===== src/rtl/ers_pkg.sv =====
package ers_pkg;
  localparam int unsigned ADDR_W = 2;

  localparam logic [ADDR_W-1:0] ADDR_SEL_HI = 2'd0;
  localparam logic [ADDR_W-1:0] ADDR_SEL_LO = 2'd1;
  localparam logic [ADDR_W-1:0] ADDR_CTRL   = 2'd2;

  // control register field positions
  localparam int unsigned CTL_SETUP_BIT = 0;
  localparam int unsigned CTL_MODE_LO   = 1;
  localparam int unsigned CTL_MODE_HI   = 6;
  localparam int unsigned CTL_ERR_BIT   = 7;
endpackage


===== src/rtl/ers_block_sel.sv =====
module ers_block_sel #(
  parameter int unsigned NUM_BLOCKS = 10,
  parameter int unsigned DATA_W     = 8
) (
  input  logic                  clk,
  input  logic                  rst,
  input  logic                  clr_req,
  input  logic                  wr_hi,
  input  logic                  wr_lo,
  input  logic [DATA_W-1:0]     wdata,
  output logic [NUM_BLOCKS-1:0] sel
);
  localparam int unsigned HI_W = NUM_BLOCKS - DATA_W;

  logic [NUM_BLOCKS-1:0] sel_q;
  logic [NUM_BLOCKS-1:0] cand;
  logic                  cand_ok;

  // merge the write into the current selection
  always_comb begin
    cand = sel_q;
    if (wr_hi) cand[NUM_BLOCKS-1:DATA_W] = wdata[HI_W-1:0];
    if (wr_lo) cand[DATA_W-1:0] = wdata;
  end

  // zero or one bit set: clearing the lowest set bit leaves nothing
  assign cand_ok = ((cand & (cand - NUM_BLOCKS'(1))) == '0);

  always_ff @(posedge clk) begin
    if (rst || clr_req) begin
      sel_q <= '0;
    end else if ((wr_hi || wr_lo) && cand_ok) begin
      sel_q <= cand;
    end
  end

  assign sel = sel_q;


  sel_clear_chk: assert property (@(posedge clk) disable iff (rst)
    clr_req |=> (sel_q == '0));


  multi_reject_chk: assert property (@(posedge clk) disable iff (rst)
    (!clr_req && (wr_hi || wr_lo) && ($countones(cand) > 1)) |=> $stable(sel_q));


  sel_onehot_chk: assert property (@(posedge clk) disable iff (rst)
    $onehot0(sel_q));
endmodule


===== src/rtl/ers_setup_ctl.sv =====
module ers_setup_ctl
  import ers_pkg::*;
#(
  parameter int unsigned DATA_W = 8
) (
  input  logic              clk,
  input  logic              rst,
  input  logic              clr_req,
  input  logic              wr,
  input  logic [DATA_W-1:0] wdata,
  output logic              psu,
  output logic              err
);
  logic psu_q, err_q;
  logic viol;

  assign viol = wdata[CTL_SETUP_BIT] && (|wdata[CTL_MODE_HI:CTL_MODE_LO]);

  always_ff @(posedge clk) begin
    if (rst) begin
      psu_q <= 1'b0;
      err_q <= 1'b0;
    end else begin
      if (wr) begin
        if (viol)                   err_q <= 1'b1;
        else if (wdata[CTL_ERR_BIT]) err_q <= 1'b0;
      end
      if (clr_req)          psu_q <= 1'b0;
      else if (wr && !viol) psu_q <= wdata[CTL_SETUP_BIT];
    end
  end

  assign psu = psu_q;
  assign err = err_q;


  excl_hold_chk: assert property (@(posedge clk) disable iff (rst)
    (wr && wdata[CTL_SETUP_BIT] && (wdata[CTL_MODE_HI:CTL_MODE_LO] != '0) && !clr_req)
      |=> ($stable(psu_q) && err_q));


  err_sticky_chk: assert property (@(posedge clk) disable iff (rst)
    (err_q && !(wr && wdata[CTL_ERR_BIT])) |=> err_q);
endmodule


===== src/rtl/ers_rd_mux.sv =====
module ers_rd_mux
  import ers_pkg::*;
#(
  parameter int unsigned NUM_BLOCKS = 10,
  parameter int unsigned DATA_W     = 8
) (
  input  logic                  clk,
  input  logic                  rst,
  input  logic [ADDR_W-1:0]     addr,
  input  logic                  flash_off,
  input  logic [NUM_BLOCKS-1:0] sel,
  input  logic                  psu,
  input  logic                  err,
  output logic [DATA_W-1:0]     rdata
);
  localparam int unsigned HI_W = NUM_BLOCKS - DATA_W;

  logic [DATA_W-1:0] rd_next;
  logic [DATA_W-1:0] rdata_q;

  always_comb begin
    rd_next = '0;
    if (!flash_off) begin
      unique case (addr)
        ADDR_SEL_HI: rd_next = {{(DATA_W-HI_W){1'b0}}, sel[NUM_BLOCKS-1:DATA_W]};
        ADDR_SEL_LO: rd_next = sel[DATA_W-1:0];
        ADDR_CTRL: begin
          rd_next[CTL_ERR_BIT]   = err;
          rd_next[CTL_SETUP_BIT] = psu;
        end
        default: rd_next = '0;
      endcase
    end
  end

  always_ff @(posedge clk) begin
    if (rst) rdata_q <= '0;
    else     rdata_q <= rd_next;
  end

  assign rdata = rdata_q;
endmodule


===== src/rtl/erase_sel_regs.sv =====
module erase_sel_regs
  import ers_pkg::*;
#(
  parameter int unsigned NUM_BLOCKS = 10,
  parameter int unsigned DATA_W     = 8
) (
  input  logic                  clk,
  input  logic                  rst,
  input  logic [ADDR_W-1:0]     reg_addr,
  input  logic                  reg_we,
  input  logic [DATA_W-1:0]     reg_wdata,
  output logic [DATA_W-1:0]     reg_rdata,
  input  logic                  hw_wr_en,
  input  logic                  sw_wr_en,
  input  logic                  hw_standby,
  input  logic                  sw_standby,
  input  logic                  flash_off,
  output logic [NUM_BLOCKS-1:0] erase_en,
  output logic                  prog_setup
);
  logic                  wr_ok;
  logic                  clr_req;
  logic                  qual;
  logic [NUM_BLOCKS-1:0] sel;
  logic                  psu, err;
  logic [NUM_BLOCKS-1:0] erase_q;

  assign wr_ok   = reg_we && !flash_off;
  assign clr_req = hw_standby || sw_standby || !hw_wr_en || !sw_wr_en;
  assign qual    = hw_wr_en && sw_wr_en && !flash_off;

  ers_block_sel #(.NUM_BLOCKS(NUM_BLOCKS), .DATA_W(DATA_W)) sel_i (
    .clk     (clk),
    .rst     (rst),
    .clr_req (clr_req),
    .wr_hi   (wr_ok && (reg_addr == ADDR_SEL_HI)),
    .wr_lo   (wr_ok && (reg_addr == ADDR_SEL_LO)),
    .wdata   (reg_wdata),
    .sel     (sel)
  );

  ers_setup_ctl #(.DATA_W(DATA_W)) ctl_i (
    .clk     (clk),
    .rst     (rst),
    .clr_req (clr_req),
    .wr      (wr_ok && (reg_addr == ADDR_CTRL)),
    .wdata   (reg_wdata),
    .psu     (psu),
    .err     (err)
  );

  ers_rd_mux #(.NUM_BLOCKS(NUM_BLOCKS), .DATA_W(DATA_W)) rd_i (
    .clk       (clk),
    .rst       (rst),
    .addr      (reg_addr),
    .flash_off (flash_off),
    .sel       (sel),
    .psu       (psu),
    .err       (err),
    .rdata     (reg_rdata)
  );

  // one gated enable register per block
  for (genvar b = 0; b < NUM_BLOCKS; b++) begin : g_erase
    always_ff @(posedge clk) begin
      if (rst) erase_q[b] <= 1'b0;
      else     erase_q[b] <= sel[b] && qual;
    end
  end

  assign erase_en   = erase_q;
  assign prog_setup = psu;


  erase_qual_chk: assert property (@(posedge clk) disable iff (rst)
    !(hw_wr_en && sw_wr_en && !flash_off) |=> (erase_en == '0));


  erase_onehot_chk: assert property (@(posedge clk) disable iff (rst)
    $onehot0(erase_en));


  rd_off_chk: assert property (@(posedge clk) disable iff (rst)
    flash_off |=> (reg_rdata == '0));


  wr_off_chk: assert property (@(posedge clk) disable iff (rst)
    (flash_off && !clr_req) |=> ($stable(sel) && $stable(psu)));


  psu_guard_chk: assert property (@(posedge clk) disable iff (rst)
    $rose(prog_setup) |-> $past(hw_wr_en && sw_wr_en));
endmodule


===== config.mk =====
export PLATFORM = sky130hd
export DESIGN_NAME = erase_sel_regs
export DESIGN_NICKNAME = d
export VERILOG_FILES = /design/src/rtl/ers_pkg.sv /design/src/rtl/ers_block_sel.sv /design/src/rtl/ers_setup_ctl.sv /design/src/rtl/ers_rd_mux.sv /design/src/rtl/erase_sel_regs.sv
export SDC_FILE = /design/constraint.sdc
export NUM_CORES = 1
export LEC_CHECK = 0
export ABC_AREA = 1
export CORE_ASPECT_RATIO = 1.25
export CORE_MARGIN = 1.5
export CORE_UTILIZATION = 33
export CTS_BUF_LIST = sky130_fd_sc_hd__clkbuf_8
export CTS_CLUSTER_DIAMETER = 80
export DETAILED_ROUTE_END_ITERATION = 8
export PLACE_DENSITY = 0.64
export SETUP_SLACK_MARGIN = 0.2
export SLEW_MARGIN = 20
export SYNTH_ARGS = -nofsm -noshare
export SYNTH_HDL_FRONTEND = slang
export SYNTH_SLANG_ARGS = --single-unit

===== constraint.sdc =====
create_clock -name clk -period 2.7 [get_ports clk]
set_input_delay 0.54 -clock clk [delete_from_list [all_inputs] [get_ports clk]]
set_output_delay 0.54 -clock clk [all_outputs]
set_load 0.05 [all_outputs]

# Yosys cells after proc, flatten, opt, wreduce, memory -nomap -nowiden
# Cells that the tools add are included.
[op_classes]
addsub = 1
mul = 0
n_div = 0
n_lt_le_gt_ge = 0
n_eq_ne = 2
shift = 0
mux = 7
bitwise_logic = 1
n_reduce_logical = 35
[ops]
columns = ["op", "n"]
rows = [
  ["1-bit logical AND", 19],
  ["6-bit case mux with 2 select lines", 1],
  ["10-bit bitwise AND", 1],
  ["10-bit logical NOT", 1],
  ["10-bit by 1-bit subtractor with 10-bit output (second input constant)", 1],
  ["8-bit 2-to-1 mux", 1],
  ["6-bit OR reduction", 1],
  ["1-bit logical OR", 5],
  ["1-bit logical NOT", 4],
  ["2-bit OR reduction", 2],
  ["1-bit case mux with 3 select lines", 1],
  ["2-bit by 1-bit == test with 1-bit output (second input constant)", 1],
  ["2-bit == test (second input constant)", 1],
  ["2-bit logical NOT", 1],
  ["1-bit 2-to-1 mux", 2],
  ["2-bit 2-to-1 mux", 1],
  ["1-bit case mux with 2 select lines", 1],
  ["2-bit AND reduction", 1],
  ["2-bit nonzero test", 1],
]
[totals]
reg_bits = 30
latch_bits = 0
ram_bits = 0
romBits = 0
output_inout_bits = 19
elab_cells = 60
mem_count = 0

# Depth between registers and ports, before layout
[logic_depth]
word_depth = 8
mapped_depth = 15

# Modules after synthesis
# From an unflattened synthesis, not the netlist that was laid out.
[hier_totals]
cells_unflattened = 275
area_unflattened_um2 = 1744.2
[by_module_without_submodules]
columns = ["module", "n_inst", "cells_per_inst", "area_each_um2"]
rows = [
  ["ers_block_sel", 1, 171, 923.4],
  ["ers_rd_mux", 1, 42, 354.1],
  ["erase_sel_regs", 1, 44, 342.8],
  ["ers_setup_ctl", 1, 18, 123.9],
]

# Worst setup path after synthesis
# No wires, ideal clock.
[synth_timing]
path_type = "input -> register"
start = "input port reg_addr[1]"
end = "register sel_i.sel_q[1], in the netlist sel_i.sel[1]"
setup_time_ns = 0.113
t_arrival_ns = 1.964
setup_slack_ns = 0.623
cell_stages = 14
path_buffers = 1
cell_sequence = "inv_1 > ha_1 > nand3_4 > buf_6 > nand2_1 > nand2_2 > nor2_4 > nand2_1 > nand2_1 > nand3_1 > nor2_4 > nand3_1 > nand2_1 > nor2_1"
[synth_between]
elab_chain_len = 7
word_cells_on_any_way = 11
classes_between = "1 x add/sub; 1 x eq/ne; 2 x mux; 1 x bitwise; 6 x reduce/logical"
[synth_rtl]
columns = ["item", "line_no", "text"]
rows = [
  ["start: declaration", "erase_sel_regs.sv:9", "input logic [ADDR_W-1:0] reg_addr,"],
  ["2-bit by 1-bit == test with 1-bit output or 2-bit logical NOT (tied branches)", "erase_sel_regs.sv:37, erase_sel_regs.sv:36", ""],
  ["1-bit logical AND (on tied branches)", "erase_sel_regs.sv:37, erase_sel_regs.sv:36", ""],
  ["8-bit 2-to-1 mux or 2-bit 2-to-1 mux (tied branches)", "ers_block_sel.sv:23, ers_block_sel.sv:22", ""],
  ["10-bit by 1-bit subtractor with 10-bit output", "ers_block_sel.sv:27", "assign cand_ok = ((cand & (cand - NUM_BLOCKS'(1))) == '0);"],
  ["10-bit bitwise AND", "ers_block_sel.sv:27", ""],
  ["10-bit logical NOT", "ers_block_sel.sv:27", ""],
  ["1-bit logical AND", "ers_block_sel.sv:32", "end else if ((wr_hi || wr_lo) && cand_ok) begin"],
  ["end signal: assignment", "ers_block_sel.sv:33", "sel_q <= cand;"],
  ["end: declaration", "ers_block_sel.sv:15", "logic [NUM_BLOCKS-1:0] sel_q;"],
]
# Several ways; a longest one is shown, not always the timed one.
# A chain may end at the register's enable or synchronous reset.

# Worst setup path in the final report
[layout_timing]
start = "input port reg_addr[1]"
end = "register sel_i.sel_q[9], in the netlist sel_i.sel[9]"
# The elaborated chain is that of the path after synthesis.

==> impl_results.md <==
- Initial detailed-routing violation count: 89
- HP Class: reg -> reg
- Seq/Total Area, Yosys: 0.369
- Gr usage total: 0.171
- Crit path kind: in -> reg
- Final Max Slew Viols: 0
- Gate power share: 0.157
- WHS Endpoint: erase_en[4]
- Leak pwr: 1.04 nW
- Layout cells sized above 1: 0.252
- Detailed Route WL: 4650 um
- Post-CTS setup buffer count: 0
- Final Core Density: 0.515
- Global route overflow: 0
- Hold Path Stages: 2
- Worst slew pin tran: 0.498 ns
- Number of synthesized flops with an enable pin: 0
- Yosys cell types: 28
- Average routed wire per standard cell: 12.9 um
- Power share of the sequential group: 0.456
- Final Cell Area: 2430 sq um
- GP Congestion: 0.931
- Fin crit share: 0.893
- Largest net degree at the start of global routing: 14
- Worst Setup Start Kind: input pin
- Post-route ant nets: 0
- Drc violations: 0
- Area contributors post-synth: dfxtp_1, nand2_1, nor2_1
- PwrDens: 400 nW/um^2
- Syn Nets: 257
- Most frequent cells in the layout: nand2_1, nor2_1, clkdlybuf4s50_1
- Worst reg2reg setup slack: 1.09 ns
- Power Internal: 0.000715 W
- Num Clock Sinks: 30
- Final min period: 2.41 ns
- Nature of the critical path endpoint: register
- RSZ-0062 raised after global routing: false
- Die W: 65.8 um
- Final Skew: 0.00674 ns
- Hold path start: sel_i.sel[4]
- Hold Fails Final Rpt: 0
- RR Startpoint: sel_i.sel[1]
- Crit path DAT: 2.63 ns
- Global-route wire length before repair: 6990 um
- Initial antenna violation count: 0
- TritonCTS clock tree: built
- Clk pwr share: 0.388
- Starting Density: 0.344
- Crit path max fanout: 6
- Ys async rst share: 0
- Flops & latches, synth: 30
- Port Buffers: 36
- Vias in the first global route: 1,570
- Commonest non-fill, non-tap cell in the layout: nand2_1
- Synth top area share: 0.369
- Syn avg cell area: 6.93 sq um
- Layout Nets: 322
- H-tree depth: 2
- Synth warnings: 0
- Root buf cell: clkbuf_8
- Sw frac: 0.267
- Synth area leader: dfxtp_1
- Status: completed
- TritonCTS Buffers: 5
- DP HPWL: 3290 um
- Layout area overhead: 49.5%
- NetSw: 0.000260 W
- Hold buffers post-CTS: 0
- Ports: 37
- Die height: 81.6 um
- Synthesized area: 1630 sq um
- Worst R2R Path Depth: 9
- Vias/cell: 4.87
- Slew margin rel.: 0.667
- Core ar.: 4730 sq um
- DRT Pass-1 Iters: 4
- Final setup vio count: 0
- Clock Tree Buf Depth: 2
- Worst-path clk slew: 0.07 ns
- Cell count after synthesis: 235
- Clock latency on the worst-skew pair: 0.28 ns
- R2r endpoint: sel_i.sel[9]
- F_max: 415 MHz
- Inserted Diodes: 0
- Max-cap viol count: 0
- Maximum VDD drop: 0.184 mV
- Synth Flop Type: dfxtp_1
- DP Area: 2200 sq um
- FP Rows: 28
- Critical path data required time: 2.92 ns
- Die area: 5370 sq um
- Vias: 1,759
==> power by group through the flow <==
stage | combinational, W | sequential (W) | clock (W)
floorplan | 0.0000713 | 0.000454 | 0
global placement | 0.000130 | 0.000454 | 0
detailed placement | 0.000131 | 0.000454 | 0
CTS | 0.000133 | 0.000444 | 0.000386
global route | 0.000166 | 0.000444 | 0.000404
finish | 0.000153 | 0.000444 | 0.000378
==> worst max-delay path by stage <==
stage	from	to	slack (ns)	cells past startpoint
finish	reg_addr[1]	sel_i.sel[9]	0.29	15
global route	reg_addr[1]	sel_i.sel[1]	0.18	15
CTS	reg_addr[1]	sel_i.sel[6]	0.20	14
detailed placement	reg_addr[1]	sel_i.sel[6]	-0.11	14
global placement	reg_addr[1]	sel_i.sel[6]	-0.04	16
floorplan	reg_addr[1]	sel_i.sel[1]	0.62	14
==> logic make-up after synthesis <==
group | count (synthesis) | share of synthesized area
AND/OR/NAND/NOR | 155 | 0.464
AO/OA/AOI/OAI | 15 | 0.0538
flip-flops | 30 | 0.369
adder cells (fa/ha/maj) | 4 | 0.0307
buffers and inverters | 31 | 0.0829
==> per-layer routing <==
metal	wire (um)	track usage	vias up
met4	201	0.102	0
met3	180	0.0205	18
met1	1970	0.195	799
li1	-	-	884
met2	2300	0.303	58
met5	0	0	-
==> repair_timing <==
item	in CTS	in global routing
resized for setup	1	28
setup endpoints to repair	7	10
pin swaps	0	14
gates cloned	1	3
==> registers in the layout (all words and copies together), names as in the netlist <==
signal      count
rd_i.rdata      8
ctl_i.psu       1
erase_en       10
sel_i.sel      10
ctl_i.err       1
==> synthesized netlist by cell type, types with 3 or more instances <==
master / instances
a21oi_1: 7
buf_4: 3
dfxtp_1: 30
ha_1: 4
inv_1: 23
inv_2: 3
nand2_1: 61
nand2_2: 7
nand3_1: 17
nand4_1: 10
nor2_1: 40
nor2_4: 4
nor3_1: 6
o21ai_0: 3
==> critical path, stage by stage <==
cell and delay, ns:
clkdlybuf4s50_1 0.48, inv_1 0.08, ha_4 0.19, nand3_4 0.10, buf_4 0.12, nand2_1 0.06, o21ai_2 0.12, nand2_1 0.10
nor2_1 0.14, nand2_1 0.08, nand2_2 0.12, nand3_4 0.13, nor2_4 0.20, nor2_1 0.06, nor2_1 0.09
==> per-stage QoR <==
stage	power [W]	instances	hold WS, ns	setup TNS [ns]	setup slack [ns]
4_1_cts	0.000963	358	0.479	0	0.199
5_1_grt	0.00101	361	0.490	0	0.183
6_report	0.000975	361	0.482	0	0.288
2_1_floorplan	0.000526	235	0.432	0	0.623
3_5_place_dp	0.000585	349	0.467	-0.944	-0.110
3_3_place_gp	0.000584	349	0.456	-0.274	-0.0363
==> area by class of cell <==
class                      instances  area (sq um)
sequential                        30           601
multi-input combinational        178          1020
fill                             478          2290
timing repair buffer              59           542
tap                               60          75.1
inverter                          26          97.6
clock inverter                     2          12.5
clock buffer                       6          82.6
No activity file was read; power rests on OpenSTA's default activity.
